===== src/rtl/bgen_pkg.sv =====
package bgen_pkg;
  // Accept a baud divisor only at or above the legal floor.
  function automatic logic bdiv_legal(input int unsigned value, input int unsigned floor_v);
    return value >= floor_v;
  endfunction

  // Clock cycles per source event for a prescale choice.
  function automatic int unsigned src_ratio(input logic sel, input int unsigned ratio);
    return sel ? ratio : 1;
  endfunction

  // Cycles between baud ticks for given divisors.
  function automatic int unsigned baud_cycles(input int unsigned sdiv, input int unsigned bdiv,
                                              input int unsigned ratio);
    return sdiv * (bdiv + 1) * ratio;
  endfunction
endpackage


===== src/rtl/bgen_regs.sv =====
module bgen_regs #(
  parameter int unsigned SDIV_W   = 16,
  parameter int unsigned BDIV_W   = 8,
  parameter int unsigned BDIV_MIN = 4,
  parameter logic [SDIV_W-1:0] SDIV_RST = 16'h028B,
  parameter logic [BDIV_W-1:0] BDIV_RST = 8'h0F
) (
  input  logic              clk,
  input  logic              rst_n,
  input  logic              wr_en,
  input  logic              wr_sel,
  input  logic [SDIV_W-1:0] wr_data,
  output logic [SDIV_W-1:0] sdiv_q,
  output logic [BDIV_W-1:0] bdiv_q,
  output logic              restart
);
  logic [BDIV_W-1:0] bdiv_in;
  logic bdiv_ok;
  logic wr_sample;
  logic wr_baud;

  assign bdiv_in   = wr_data[BDIV_W-1:0];
  assign bdiv_ok   = bgen_pkg::bdiv_legal(32'(bdiv_in), BDIV_MIN);
  assign wr_sample = wr_en && !wr_sel;
  assign wr_baud   = wr_en && wr_sel && bdiv_ok;
  assign restart   = wr_sample || wr_baud;

  always_ff @(posedge clk or negedge rst_n) begin
    if (!rst_n) begin
      sdiv_q <= SDIV_RST;
      bdiv_q <= BDIV_RST;
    end else begin
      if (wr_sample) sdiv_q <= wr_data;
      if (wr_baud)   bdiv_q <= bdiv_in;
    end
  end

  // an illegal baud divisor write leaves the stored value untouched
  a_r6_reject_small: assert property (@(posedge clk) disable iff (!rst_n)
    (wr_en && wr_sel && (wr_data[BDIV_W-1:0] < BDIV_W'(BDIV_MIN))) |=> $stable(bdiv_q));
  // stored baud divisor never falls below the floor
  a_r6_bdiv_floor: assert property (@(posedge clk) disable iff (!rst_n)
    bdiv_q >= BDIV_W'(BDIV_MIN));
endmodule


===== src/rtl/bgen_prescale.sv =====
module bgen_prescale #(
  parameter int unsigned RATIO = 8
) (
  input  logic clk,
  input  logic rst_n,
  input  logic clr,
  input  logic presc_sel,
  output logic src_en
);
  generate
    if (RATIO <= 1) begin : g_bypass
      assign src_en = 1'b1;
    end else begin : g_div
      localparam int unsigned PW = $clog2(RATIO);
      logic [PW-1:0] pc;
      logic wrap;
      assign wrap = (pc == PW'(RATIO - 1));
      always_ff @(posedge clk or negedge rst_n) begin
        if (!rst_n)      pc <= '0;
        else if (clr)    pc <= '0;
        else if (wrap)   pc <= '0;
        else             pc <= pc + 1'b1;
      end
      assign src_en = presc_sel ? wrap : 1'b1;

      // with prescale on, a source event is never followed by another next cycle
      a_r3_presc_gap: assert property (@(posedge clk) disable iff (!rst_n)
        (presc_sel && wrap && !clr) |=> !wrap);
    end
  endgenerate
endmodule


===== src/rtl/bgen_counter.sv =====
module bgen_counter #(
  parameter int unsigned W = 16
) (
  input  logic         clk,
  input  logic         rst_n,
  input  logic         clr,
  input  logic         step,
  input  logic         run,
  input  logic [W-1:0] last,
  output logic         tick
);
  logic [W-1:0] cnt;
  logic at_end;

  assign at_end = (cnt == last);

  always_ff @(posedge clk or negedge rst_n) begin
    if (!rst_n) begin
      cnt  <= '0;
      tick <= 1'b0;
    end else if (clr) begin
      cnt  <= '0;
      tick <= 1'b0;
    end else begin
      tick <= 1'b0;
      if (step && run) begin
        if (at_end) begin
          cnt  <= '0;
          tick <= 1'b1;
        end else begin
          cnt <= cnt + 1'b1;
        end
      end
    end
  end

  // pulse lasts one cycle unless the terminal value is zero
  a_r4_single_pulse: assert property (@(posedge clk) disable iff (!rst_n)
    (tick && last != '0) |=> !tick);
  // counter never passes its terminal value while running
  a_r1_count_bound: assert property (@(posedge clk) disable iff (!rst_n)
    (run && !clr && $stable(last)) |-> cnt <= last);
endmodule


===== src/rtl/baud_tick_gen.sv =====
module baud_tick_gen #(
  parameter int unsigned SDIV_W      = 16,
  parameter int unsigned BDIV_W      = 8,
  parameter int unsigned BDIV_MIN    = 4,
  parameter int unsigned PRESC_RATIO = 8
) (
  input  logic              clk,
  input  logic              rst_n,
  input  logic              wr_en,
  input  logic              wr_sel,
  input  logic [SDIV_W-1:0] wr_data,
  input  logic              presc_sel,
  output logic              sample_tick,
  output logic              baud_tick
);
  logic [SDIV_W-1:0] sdiv_q;
  logic [BDIV_W-1:0] bdiv_q;
  logic              restart;
  logic              src_en;
  logic              sample_run;
  logic [SDIV_W-1:0] sample_last;

  bgen_regs #(
    .SDIV_W(SDIV_W), .BDIV_W(BDIV_W), .BDIV_MIN(BDIV_MIN),
    .SDIV_RST(SDIV_W'(16'h028B)), .BDIV_RST(BDIV_W'(8'h0F))
  ) u_regs (
    .clk(clk), .rst_n(rst_n), .wr_en(wr_en), .wr_sel(wr_sel), .wr_data(wr_data),
    .sdiv_q(sdiv_q), .bdiv_q(bdiv_q), .restart(restart)
  );

  bgen_prescale #(.RATIO(PRESC_RATIO)) u_presc (
    .clk(clk), .rst_n(rst_n), .clr(restart), .presc_sel(presc_sel), .src_en(src_en)
  );

  assign sample_run  = (sdiv_q != '0);
  assign sample_last = sdiv_q - 1'b1;

  bgen_counter #(.W(SDIV_W)) u_sample (
    .clk(clk), .rst_n(rst_n), .clr(restart), .step(src_en), .run(sample_run),
    .last(sample_last), .tick(sample_tick)
  );

  bgen_counter #(.W(BDIV_W)) u_baud (
    .clk(clk), .rst_n(rst_n), .clr(restart), .step(sample_tick), .run(1'b1),
    .last(bdiv_q), .tick(baud_tick)
  );

  // a zero sample divisor keeps both strobes low
  a_r7_zero_stops: assert property (@(posedge clk) disable iff (!rst_n)
    (sdiv_q == '0) |=> (!sample_tick && !baud_tick));
  // an accepted write clears both strobes on the next cycle
  a_r8_restart_clears: assert property (@(posedge clk) disable iff (!rst_n)
    restart |=> (!sample_tick && !baud_tick));
  // a baud tick always follows a sample tick
  a_r2_baud_after_sample: assert property (@(posedge clk) disable iff (!rst_n)
    baud_tick |-> $past(sample_tick));
endmodule


===== config.mk =====
export PLATFORM = sky130hd
export DESIGN_NAME = baud_tick_gen
export DESIGN_NICKNAME = d
export VERILOG_FILES = /design/src/rtl/bgen_pkg.sv /design/src/rtl/bgen_regs.sv /design/src/rtl/bgen_prescale.sv /design/src/rtl/bgen_counter.sv /design/src/rtl/baud_tick_gen.sv
export SDC_FILE = /design/constraint.sdc
export NUM_CORES = 1
export LEC_CHECK = 0
export BUFFER_PORTS_ARGS = -buffer_cell sky130_fd_sc_hd__buf_2
export CAP_MARGIN = 20
export CORE_ASPECT_RATIO = 1.75
export CORE_MARGIN = 2
export CORE_UTILIZATION = 35
export CTS_BUF_LIST = sky130_fd_sc_hd__clkbuf_16
export DETAILED_ROUTE_END_ITERATION = 10
export HOLD_SLACK_MARGIN = 0.02
export PLACE_DENSITY = 0.59
export SYNTH_ARGS = -nofsm -noshare
export SYNTH_HDL_FRONTEND = slang
export SYNTH_SLANG_ARGS = --single-unit

===== constraint.sdc =====
create_clock -name clk -period 3.9 [get_ports clk]
set_clock_uncertainty 0.2 [all_clocks]
set_input_delay 0.39 -clock clk [delete_from_list [all_inputs] [get_ports clk]]
set_output_delay 0.39 -clock clk [all_outputs]
set_load 0.01 [all_outputs]

# Word level (Yosys, flattened, before mapping)
# Index checks and enable logic that the tools add are counted.
dict set report word_totals {
  ff_bits 53
  in_bits 21
  output_inout_bits 2
  elab_cells 39
}
dict set report classes {
  n_addsub 4
  order_cmp 1
  eq_ne 3
  mux 15
  reduce_logical 9
}
# op n
set op_table {}
lappend op_table {{$mux 16} 3}
lappend op_table {{$mux 8} 3}
lappend op_table {{$add 16x1->16 const B} 1}
lappend op_table {{$eq 16x16->1} 1}
lappend op_table {{$reduce_bool 16->1} 1}
lappend op_table {{$sub 16x1->16 const B} 1}
lappend op_table {{$add 8x1->8 const B} 1}
lappend op_table {{$eq 8x8->1} 1}
lappend op_table {{$ge 8x3->1 const B} 1}
lappend op_table {{$mux 1} 7}
lappend op_table {{$mux 3} 2}
lappend op_table {{$logic_and 1x1->1} 4}
lappend op_table {{$reduce_bool 2->1} 2}
lappend op_table {{$add 3x1->3 const B} 1}
lappend op_table {{$eq 3x3->1 const B} 1}
lappend op_table {{$logic_not 1->1} 1}
lappend op_table {{$logic_or 1x1->1} 1}

# Logic depth before layout (Yosys ltp)
# Gate-level depths: netlist of the first run.
dict set report logic_depth {
  depth_word 5
  depth_mapped 10
  ltp_nobuf 8
}

# Modules after synthesis
# A second synthesis of the first run with hierarchy kept.
dict set report hier_totals {
  hier_cells 324
  hier_area_um2 3093.0
}
# mod n_inst cells_each area_each_um2 seq_area_each_um2
set modules_own_cells {}
lappend modules_own_cells {{bgen_counter at u_sample} 1 128 1192.4 425.4}
lappend modules_own_cells {bgen_regs 1 92 968.4 611.8}
lappend modules_own_cells {{bgen_counter at u_baud} 1 56 538.0 225.2}
lappend modules_own_cells {baud_tick_gen 1 39 265.3 0.0}
lappend modules_own_cells {bgen_prescale 1 9 128.9 75.1}

# Worst setup path before layout of the first run
# OpenSTA, ideal clock, no wires.
dict set report synth_path {
  path_type {flip-flop to flip-flop}
  from {register u_regs.sdiv_q[0]}
  to {register u_sample.cnt[10]}
  setup_ps 147
  arrival_time_ps 2491
  required_time_ps 3553
  setup_slack_ps 1062
  path_stages_with_launch 11
  cell_sequence {dfstp_2 > inv_1 > ha_1 > or3b_1 > or3_1 > or4_4 > nand3_2 > and4_1 > buf_6 > buf_12 > a211oi_2}
}
dict set report synth_via {
  elab_chain_cells 5
  elab_cells_between_ends 8
}
# item line
set synth_rtl {}
lappend synth_rtl {{start: declaration} bgen_regs.sv:13} ;# output logic [SDIV_W-1:0] sdiv_q,
lappend synth_rtl {{start signal: assignment} bgen_regs.sv:33} ;# if (wr_sample) sdiv_q <= wr_data;
lappend synth_rtl {{$sub 16x1->16} baud_tick_gen.sv:36} ;# assign sample_last = sdiv_q - 1'b1;
lappend synth_rtl {{$eq 16x16->1} bgen_counter.sv:15} ;# assign at_end = (cnt == last);
lappend synth_rtl {{$mux 16} bgen_counter.sv:27} ;# if (at_end) begin
lappend synth_rtl {{$mux 16} bgen_counter.sv:26} ;# if (step && run) begin
lappend synth_rtl {{$mux 16} bgen_counter.sv:21} ;# end else if (clr) begin
lappend synth_rtl {{end signal: assignment} bgen_counter.sv:31} ;# cnt <= cnt + 1'b1;
lappend synth_rtl {{end: declaration} bgen_counter.sv:12} ;# logic [W-1:0] cnt;
# Parallel ways exist; a longest one is shown, timed or not. The select of a mux whose other input is x is not followed.
# A chain may end at the register's enable or synchronous reset.

# Worst setup path in the final report of the first run
dict set report layout_path {
  from {register u_regs.sdiv_q[0]}
  to {register u_sample.cnt[2]}
}
# The elaborated chain is that of the path after synthesis.

==> flow_summary.yaml, run 1 <==
drt:
  drt-pass1-iter-count: 4
  drc: 0
  wire_per_inst_um: 16.56
  postRouteAntennaNets: 0
  wl_um: 8030
  vias: 2630
  via_per_inst: 5.423
  drtIter0Drc: 110
setup_path:
  worstSetupPathType: "reg -> reg"
  cp.required_ps: 3900
  critPathCaptureType: "flop"
  worstPathArrival_ps: 3170
  crit_path_max_fanout: 11
  timing.rr.start: "u_regs.sdiv_q[0]"
  cp-endpoint: "u_sample.cnt[2]"
  reg2regPathDepth: 10
  timing.reg2reg.setup_slack_ps: 730
  critPathLaunch: "u_regs.sdiv_q[0]"
  cp-start-kind: "flop"
  reg2reg_to: "u_sample.cnt[2]"
layout:
  diodes: 0
  syn_to_final_growth_pct: 10.50
  drive_above_1_share_pct: 20.27
  fin_nets: 390
  nFillCells: 978
  multi_input_area_um2: 1802
  regArea_um2: 1338
  final_cell_count_no_fill: 485
timing:
  fin_tns_setup_ps: 0
  setup-violations-final: 0
  fmax_mhz: 315.0
  slew_headroom_pct: 43.63
  slew_viol_final: 0
  worst_slew_pin_slew_ps: 845.6
  hold_viol: 0
  finalCritPeriodShare_pct: 81.41
  rsz0062_at_grt: "false"
  period_minus_slack_ps: 3175
placed_design:
  io_buffers: 22
  numPlacedInstances: 476
  gp_congestion: 0.8846
  hpwlAfterDp_um: 6138
floorplan:
  num_rows: 46
  die_area_um2: 10220
  core_area_um2: 9094
  start_util_pct: 36.16
  io_pins: 23
  die_h_um: 132.2
  die_x_um: 77.27
clock_tree:
  clk_latency_ps: 290
  clkTransAtPathRegs_ps: 70
  cts.repair.resized: 0
  cts.path.max_buffers: 2
  numClockSinks: 53
  cts_tree: "done"
  clockRootBuffer: "clkbuf_16"
  cts_htree_levels: 2
  cts_inserted_buffers: 5
yosys:
  async_flop_share_pct: 100.0
  seq_area_frac_synth_pct: 40.68
  synth_warnings: 0
  synth_cell_types: 60
  syn_area_per_cell_um2: 9.476
  synth_edf_count: 0
  syn-num-nets: 373
  netlist_area_um2: 3288
  ys_ff_latch: 53
  synth_flop_cell: "dfrtp_1"
  synth_cells: 347
pwr:
  p_per_area_nw_per_um2: 358.1
  power.leakage_nw: 1.493
  p_sw_share_pct: 28.76
  comb_power_share_pct: 17.1
  clockPowerShare_pct: 32.8
  pwr-share-seq_pct: 50.1
  p_switching_w: 0.0003742
  p_int_w: 0.0009268
  vdd_drop_max_mv: 0.3540
run_status:
  status: "complete, no violations"
global_routing:
  grt_overflow_total: 0
  grt_pass1_vias: 2658
  antenna_found_initial: 0
  grt_pass1_wl_um: 13660
  grt_util_met2_pct: 30.29
  grtUsageMet3_pct: 1.507
  top_usage_layer: "met2"
  grt_usage_pct: 16.84
  met1_usage_pct: 19.36
  grt_max_degree: 38
hold_path:
  hold_path_class: "in -> reg"
job:
  drv_cap: 0
==> power groups by stage <==
stage,Combinational [W],Clock [W],Sequential (W)
CTS,0.000225,0.000439,0.000653
detailed placement,0.000223,0,0.000663
finish,0.000222,0.000427,0.000652
global placement,0.000219,0,0.000661
floorplan,0.000174,0,0.000636
global route,0.000251,0.000453,0.000660
==> timing repair <==
item	CTS	global route
buffers inserted	0	0
endpoints found under the hold margin	1	0
hold buffers	1	0
==> synth_stat cells (9+ instances only) <==
library cell,n,area (um^2)
nand2_1,58,217.7
dfrtp_1,44,1101
xnor2_1,27,236.5
o21ai_0,14,70.07
xor2_1,14,122.6
and3_1,12,75.07
clkbuf_1,11,41.29
nand3_1,11,55.05
nor3_1,11,55.05
nor2_1,10,37.54
a211oi_2,9,112.6
dfstp_2,9,236.5
inv_1,9,33.78
==> area by class of cell <==
| type | instances | area share [%] |
|---|---|---|
| clock buffers | 5 | 3.444 |
| clock inverters | 3 | 0.3444 |
| inverters | 9 | 0.9298 |
| repair buffers | 30 | 4.752 |
| well taps | 120 | 4.132 |
| flip-flops and latches | 53 | 36.81 |
| multi-input cells | 265 | 49.59 |
==> worst max-delay path, stage by stage (launching register included) <==
cell and delay, ps:
dfstp_2 400, inv_1 70, ha_1 230, nor3b_1 440, nand3_1 310, o41a_1 620, buf_4 260, buf_4 170
nand2_1 80, xnor2_1 70, a211oi_1 230
==> state kept, by name, indices dropped and copies added (netlist names) <==
| name | cells |
|---|---|
| u_regs.sdiv_q | 16 |
| u_sample.tick | 1 |
| u_presc.g_div.pc | 3 |
| u_regs.bdiv_q | 8 |
| u_baud.tick | 1 |
| u_baud.cnt | 8 |
| u_sample.cnt | 16 |
==> per-stage QoR <==
step	hold WS [ps]	util [%]	area, um^2	setup slack (ps)	power (W)
3_5_place_dp	255.4	38.33	3486	734.2	0.0008855
6_report	84.89	39.96	3633	725.1	0.001301
3_3_place_gp	232.2	38.33	3486	840.7	0.0008805
2_1_floorplan	-105.6	-	3288	1062	0.0008099
4_1_cts	82.43	39.96	3633	723.6	0.001317
5_1_grt	97.80	39.96	3633	380.9	0.001365
==> placed cells by master (no fill, tap or decap), drive strengths merged, types with 5 or more instances in the layout <==
cell type   n
a21oi       7
clkbuf      5
nand3      12
o21ai      16
nor3       11
nand2      58
mux2        8
and3       12
buf        29
nor4        7
xor2       14
dfstp       9
nor2       10
a211oi     16
inv         9
ha          5
xnor2      27
dfrtp      44
or3b        7
nand4       6
==> worst min-delay path by stage <==
stage / end / startpoint / slack, ps / cells past startpoint
3_3_place_gp: u_presc.g_div.pc[0] / u_presc.g_div.pc[0] / 230 / 1
2_1_floorplan: u_baud.cnt[0] / rst_n / -110 / 0
5_1_grt: u_regs.sdiv_q[10] / wr_data[10] / 100 / 3
4_1_cts: u_regs.sdiv_q[15] / wr_data[15] / 80 / 3
6_report: u_regs.sdiv_q[15] / wr_data[15] / 80 / 3
3_5_place_dp: u_presc.g_div.pc[0] / u_presc.g_div.pc[0] / 260 / 1
==> cell families after synthesis <==
logic type | synth area share [%]
simple gates | 24.24
compound gates | 14.99
flops | 40.68
xor+xnor | 10.92
buf+inv | 4.528
mux | 2.740
fa+ha+maj | 1.903
==> layer usage <==
layer,wire length [um],part of all wire [%]
met4,356,4.4
met5,0,0
met2,4353,54
met3,140,1.7
met1,3181,40
No activity file was read; power rests on OpenSTA's default activity.
==> run 2: changes to the inputs <==
--- a/config.mk
+++ b/config.mk
@@ -5,6 +5,7 @@
 export SDC_FILE = /design/constraint.sdc
 export NUM_CORES = 1
 export LEC_CHECK = 0
+export ABC_AREA = 1
 export BUFFER_PORTS_ARGS = -buffer_cell sky130_fd_sc_hd__buf_2
 export CAP_MARGIN = 20
 export CORE_ASPECT_RATIO = 1.75
@@ -13,7 +14,7 @@
 export CTS_BUF_LIST = sky130_fd_sc_hd__clkbuf_16
 export DETAILED_ROUTE_END_ITERATION = 10
 export HOLD_SLACK_MARGIN = 0.02
-export PLACE_DENSITY = 0.59
+export PLACE_DENSITY = 0.61
 export SYNTH_ARGS = -nofsm -noshare
 export SYNTH_HDL_FRONTEND = slang
 export SYNTH_SLANG_ARGS = --single-unit
==> constraint.sdc (replaced) <==
create_clock -name clk -period 2.7 [get_ports clk]
set_clock_uncertainty 0.2 [all_clocks]
set_input_delay 0.27 -clock clk [delete_from_list [all_inputs] [get_ports clk]]
set_output_delay 0.27 -clock clk [all_outputs]
set_load 0.01 [all_outputs]
==> run 2 against run 1 <==
  * Critical path depth stayed put
  * Register-to-register slack worse by 410 ps
  * Clock-buffer cell count stayed put
  * Area after synthesis is 8.4% higher
  * Sequential cell count stayed put
  * Via count is 19% higher
  * Critical endpoint is now u_sample.cnt[3]
==> flow_summary.yaml, run 2 <==
yosys:
  synthTopCellsByCount: "nand2_1, inv_1, dfrtp_1, nor2_1"
  syn-num-nets: 510
  syn_area_per_cell_um2: 7.362
  ys_top_cells_by_area: "dfrtp_1, nand2_1, dfstp_2"
  yosysMostFrequentCell: "nand2_1"
  yosys.area_share.simple_pct: 35.29
  synth_fa_ha_area_share_pct: 1.756
  netlist_area_um2: 3563
  synth_top_family_by_area: "simple AND/OR/NAND/NOR gates"
  seq_area_frac_synth_pct: 37.54
  synth_edf_count: 0
  synthXorXnorAreaFrac_pct: 9.586
  synth_warnings: 0
  synth_top_area_cell: "dfrtp_1"
  ys_ff_latch: 53
  synth_cells: 484
  yosys.area.top_type_share_pct: 30.90
  async_flop_share_pct: 100.0
  synth_compound_area_share_pct: 5.864
  synthMuxAreaShare_pct: 1.264
  synth_flop_cell: "dfrtp_1"
  synth_cell_types: 40
pwr:
  p_sw_share_pct: 32.07
  comb_power_share_pct: 23.2
  power.leakage_nw: 2.073
  p_int_w: 0.001401
  p_switching_w: 0.0006615
  clockPowerShare_pct: 30.4
  vdd_drop_max_mv: 0.6112
  p_per_area_nw_per_um2: 508.7
  pwr-share-seq_pct: 46.4
drt:
  drt-pass1-iter-count: 4
  wl_um: 8807
  postRouteAntennaNets: 0
  top_layer: "met4"
  vias: 3126
  drtIter0Drc: 116
  wl_met3_um: 196
  drc: 0
  wire_per_inst_um: 13.74
  via_per_inst: 4.877
  wl_met2_um: 4777
  wl_met1_um: 3371
global_routing:
  grt_pass1_wl_um: 15020
  antenna_found_initial: 0
  grt_overflow_total: 0
  grt_max_degree: 29
  grt_usage_pct: 17.76
  grt_pass1_vias: 3137
clock_tree:
  clockRootBuffer: "clkbuf_16"
  cts_inserted_buffers: 5
  clk_latency_ps: 300
  postCtsSetupBuffers: 0
  numClockSinks: 53
  clkTransAtPathRegs_ps: 70
  cts.path.max_buffers: 2
  cts_tree: "done"
  cts_htree_levels: 2
timing:
  slew_viol_final: 0
  hold_viol: 0
  finalWorstSetupSlack_ps: 312.3
  period_minus_slack_ps: 2388
  finalCritPeriodShare_pct: 88.43
  slew_headroom_pct: 52.64
  fmax_mhz: 418.8
  fin_tns_setup_ps: 0
  rsz0062_at_grt: "false"
  setup-violations-final: 0
  worst_slew_pin_slew_ps: 710.3
setup_path:
  crit_path_max_fanout: 17
  crit_family: "simple AND/OR/NAND/NOR gates"
  path_buf_inv: 2
  crit_path_cell_trace: "inv_1 > ha_1 > nand2_2 > nor2_4 > nand2_2 > o32ai_4 > nand2_4 > clkinv_2 > nand2_1 > nand2_1"
  cp-start-kind: "flop"
  cp.required_ps: 2740
  worstSetupPathType: "reg -> reg"
  worstPathArrival_ps: 2430
  critPathCaptureType: "flop"
  crit_slowest_cell: "dfstp_2"
  cp_slowest_stage_delay_ps: 380
placed_design:
  io_buffers: 22
  numPlacedInstances: 620
  gp_congestion: 0.9157
  hpwlAfterDp_um: 6976
  post-place-ws_ps: 314.2
layout:
  reg_top3: "u_regs.sdiv_q: 16 flops, u_sample.cnt: 16 flops"
  final_cell_count_no_fill: 641
  diodes: 0
  syn_to_final_growth_pct: 13.80
  fin_nets: 541
  final_common_cell: "nand2_1"
  mostFrequentLayoutCells: "nand2_1, inv_1, dfrtp_1"
  nFillCells: 1047
  drive_above_1_share_pct: 13.76
floorplan:
  start_util_pct: 35.96
  num_rows: 48
  die_x_um: 80.28
  die_area_um2: 11040
  core_area_um2: 9910
  io_pins: 23
  die_h_um: 137.5
job:
  drv_cap: 0
hold_path:
  hold_path_class: "in -> reg"
run_status:
  status: "complete, no violations"
[run 2: changes by cell type after synthesis, sizes merged, moves of 9 or more]
cell / delta
nand4: +17
xnor2: -11
and3: -12
xor2: +9
nand2: +100
inv: +50
nor2: +46
a211oi: -16
[run 2: worst reg2reg max path: cells and delay by family (launching register included)]
| family | cells | cell delay (ps) |
|---|---|---|
| fa+ha+maj | 1 | 280 |
| compound gates | 1 | 310 |
| simple gates | 6 | 780 |
| buf+inv | 2 | 380 |
| flops | 1 | 380 |
[run 2: metrics by stage]
stage	total power (W)	utilization (%)	area (um^2)	hold WS [ps]
floorplan	0.001306	-	3563	-225.6
global placement	0.001432	38.19	3785	142.3
detailed placement	0.001440	38.19	3785	148.7
CTS	0.002091	40.92	4055	20.74
global route	0.002194	40.92	4055	48.07
finish	0.002063	40.92	4055	25.91
[run 2: cell families after synthesis]
family / Yosys count
mux: 4
flops: 53
compound gates: 34
buf+inv: 75
simple gates: 274
fa+ha+maj: 5
xor+xnor: 39
[run 2: power groups by stage]
stage / registers (W) / logic, W / clock network, W
after floorplan: 0.000947 / 0.000358 / 0
after global placement: 0.000972 / 0.000460 / 0
after detailed placement: 0.000974 / 0.000467 / 0
after CTS: 0.000959 / 0.000483 / 0.000649
after global routing: 0.000969 / 0.000550 / 0.000675
final: 0.000958 / 0.000479 / 0.000626
[run 2: path summary, 6_finish.rpt]
kind | from | end | slack, ps | cells after the start
hold / removal | wr_data[3] | u_regs.sdiv_q[3] | 30 | 3
setup / recovery | u_regs.sdiv_q[0] | u_sample.cnt[3] | 310 | 10
max in group asynchronous | rst_n | u_regs.sdiv_q[0] | 1270 | 3
hold reg to reg | u_presc.g_div.pc[0] | u_presc.g_div.pc[0] | 240 | 1
min in group asynchronous | rst_n | u_regs.sdiv_q[10] | 360 | 2
setup reg to reg | u_regs.sdiv_q[0] | u_sample.cnt[3] | 310 | 10
[run 2: area by class of cell]
cell class                      count  area, um^2  share of cell area, %
Clock inverter                      3       15.01                 0.3703
Timing Repair Buffer               38       275.3                  6.788
Clock buffer                        5       125.1                  3.085
Multi-Input combinational cell    356        1916                  47.24
Sequential cell                    53        1338                  32.98
Tap cell                          125       156.4                  3.857
Inverter                           61       230.2                  5.677
[run 2: layer usage]
metal  up-vias  global-route usage [%]
met1      1445                   18.88
met4         0                   10.64
li1       1582                       -
met2        68                   32.64
met3        31                   2.228
met5         -                       0
[run 2: repair_timing]
item	4_1_cts	5_1_grt
endpoints found under the hold margin	34	0
hold buffers	13	0
resized for setup	0	0
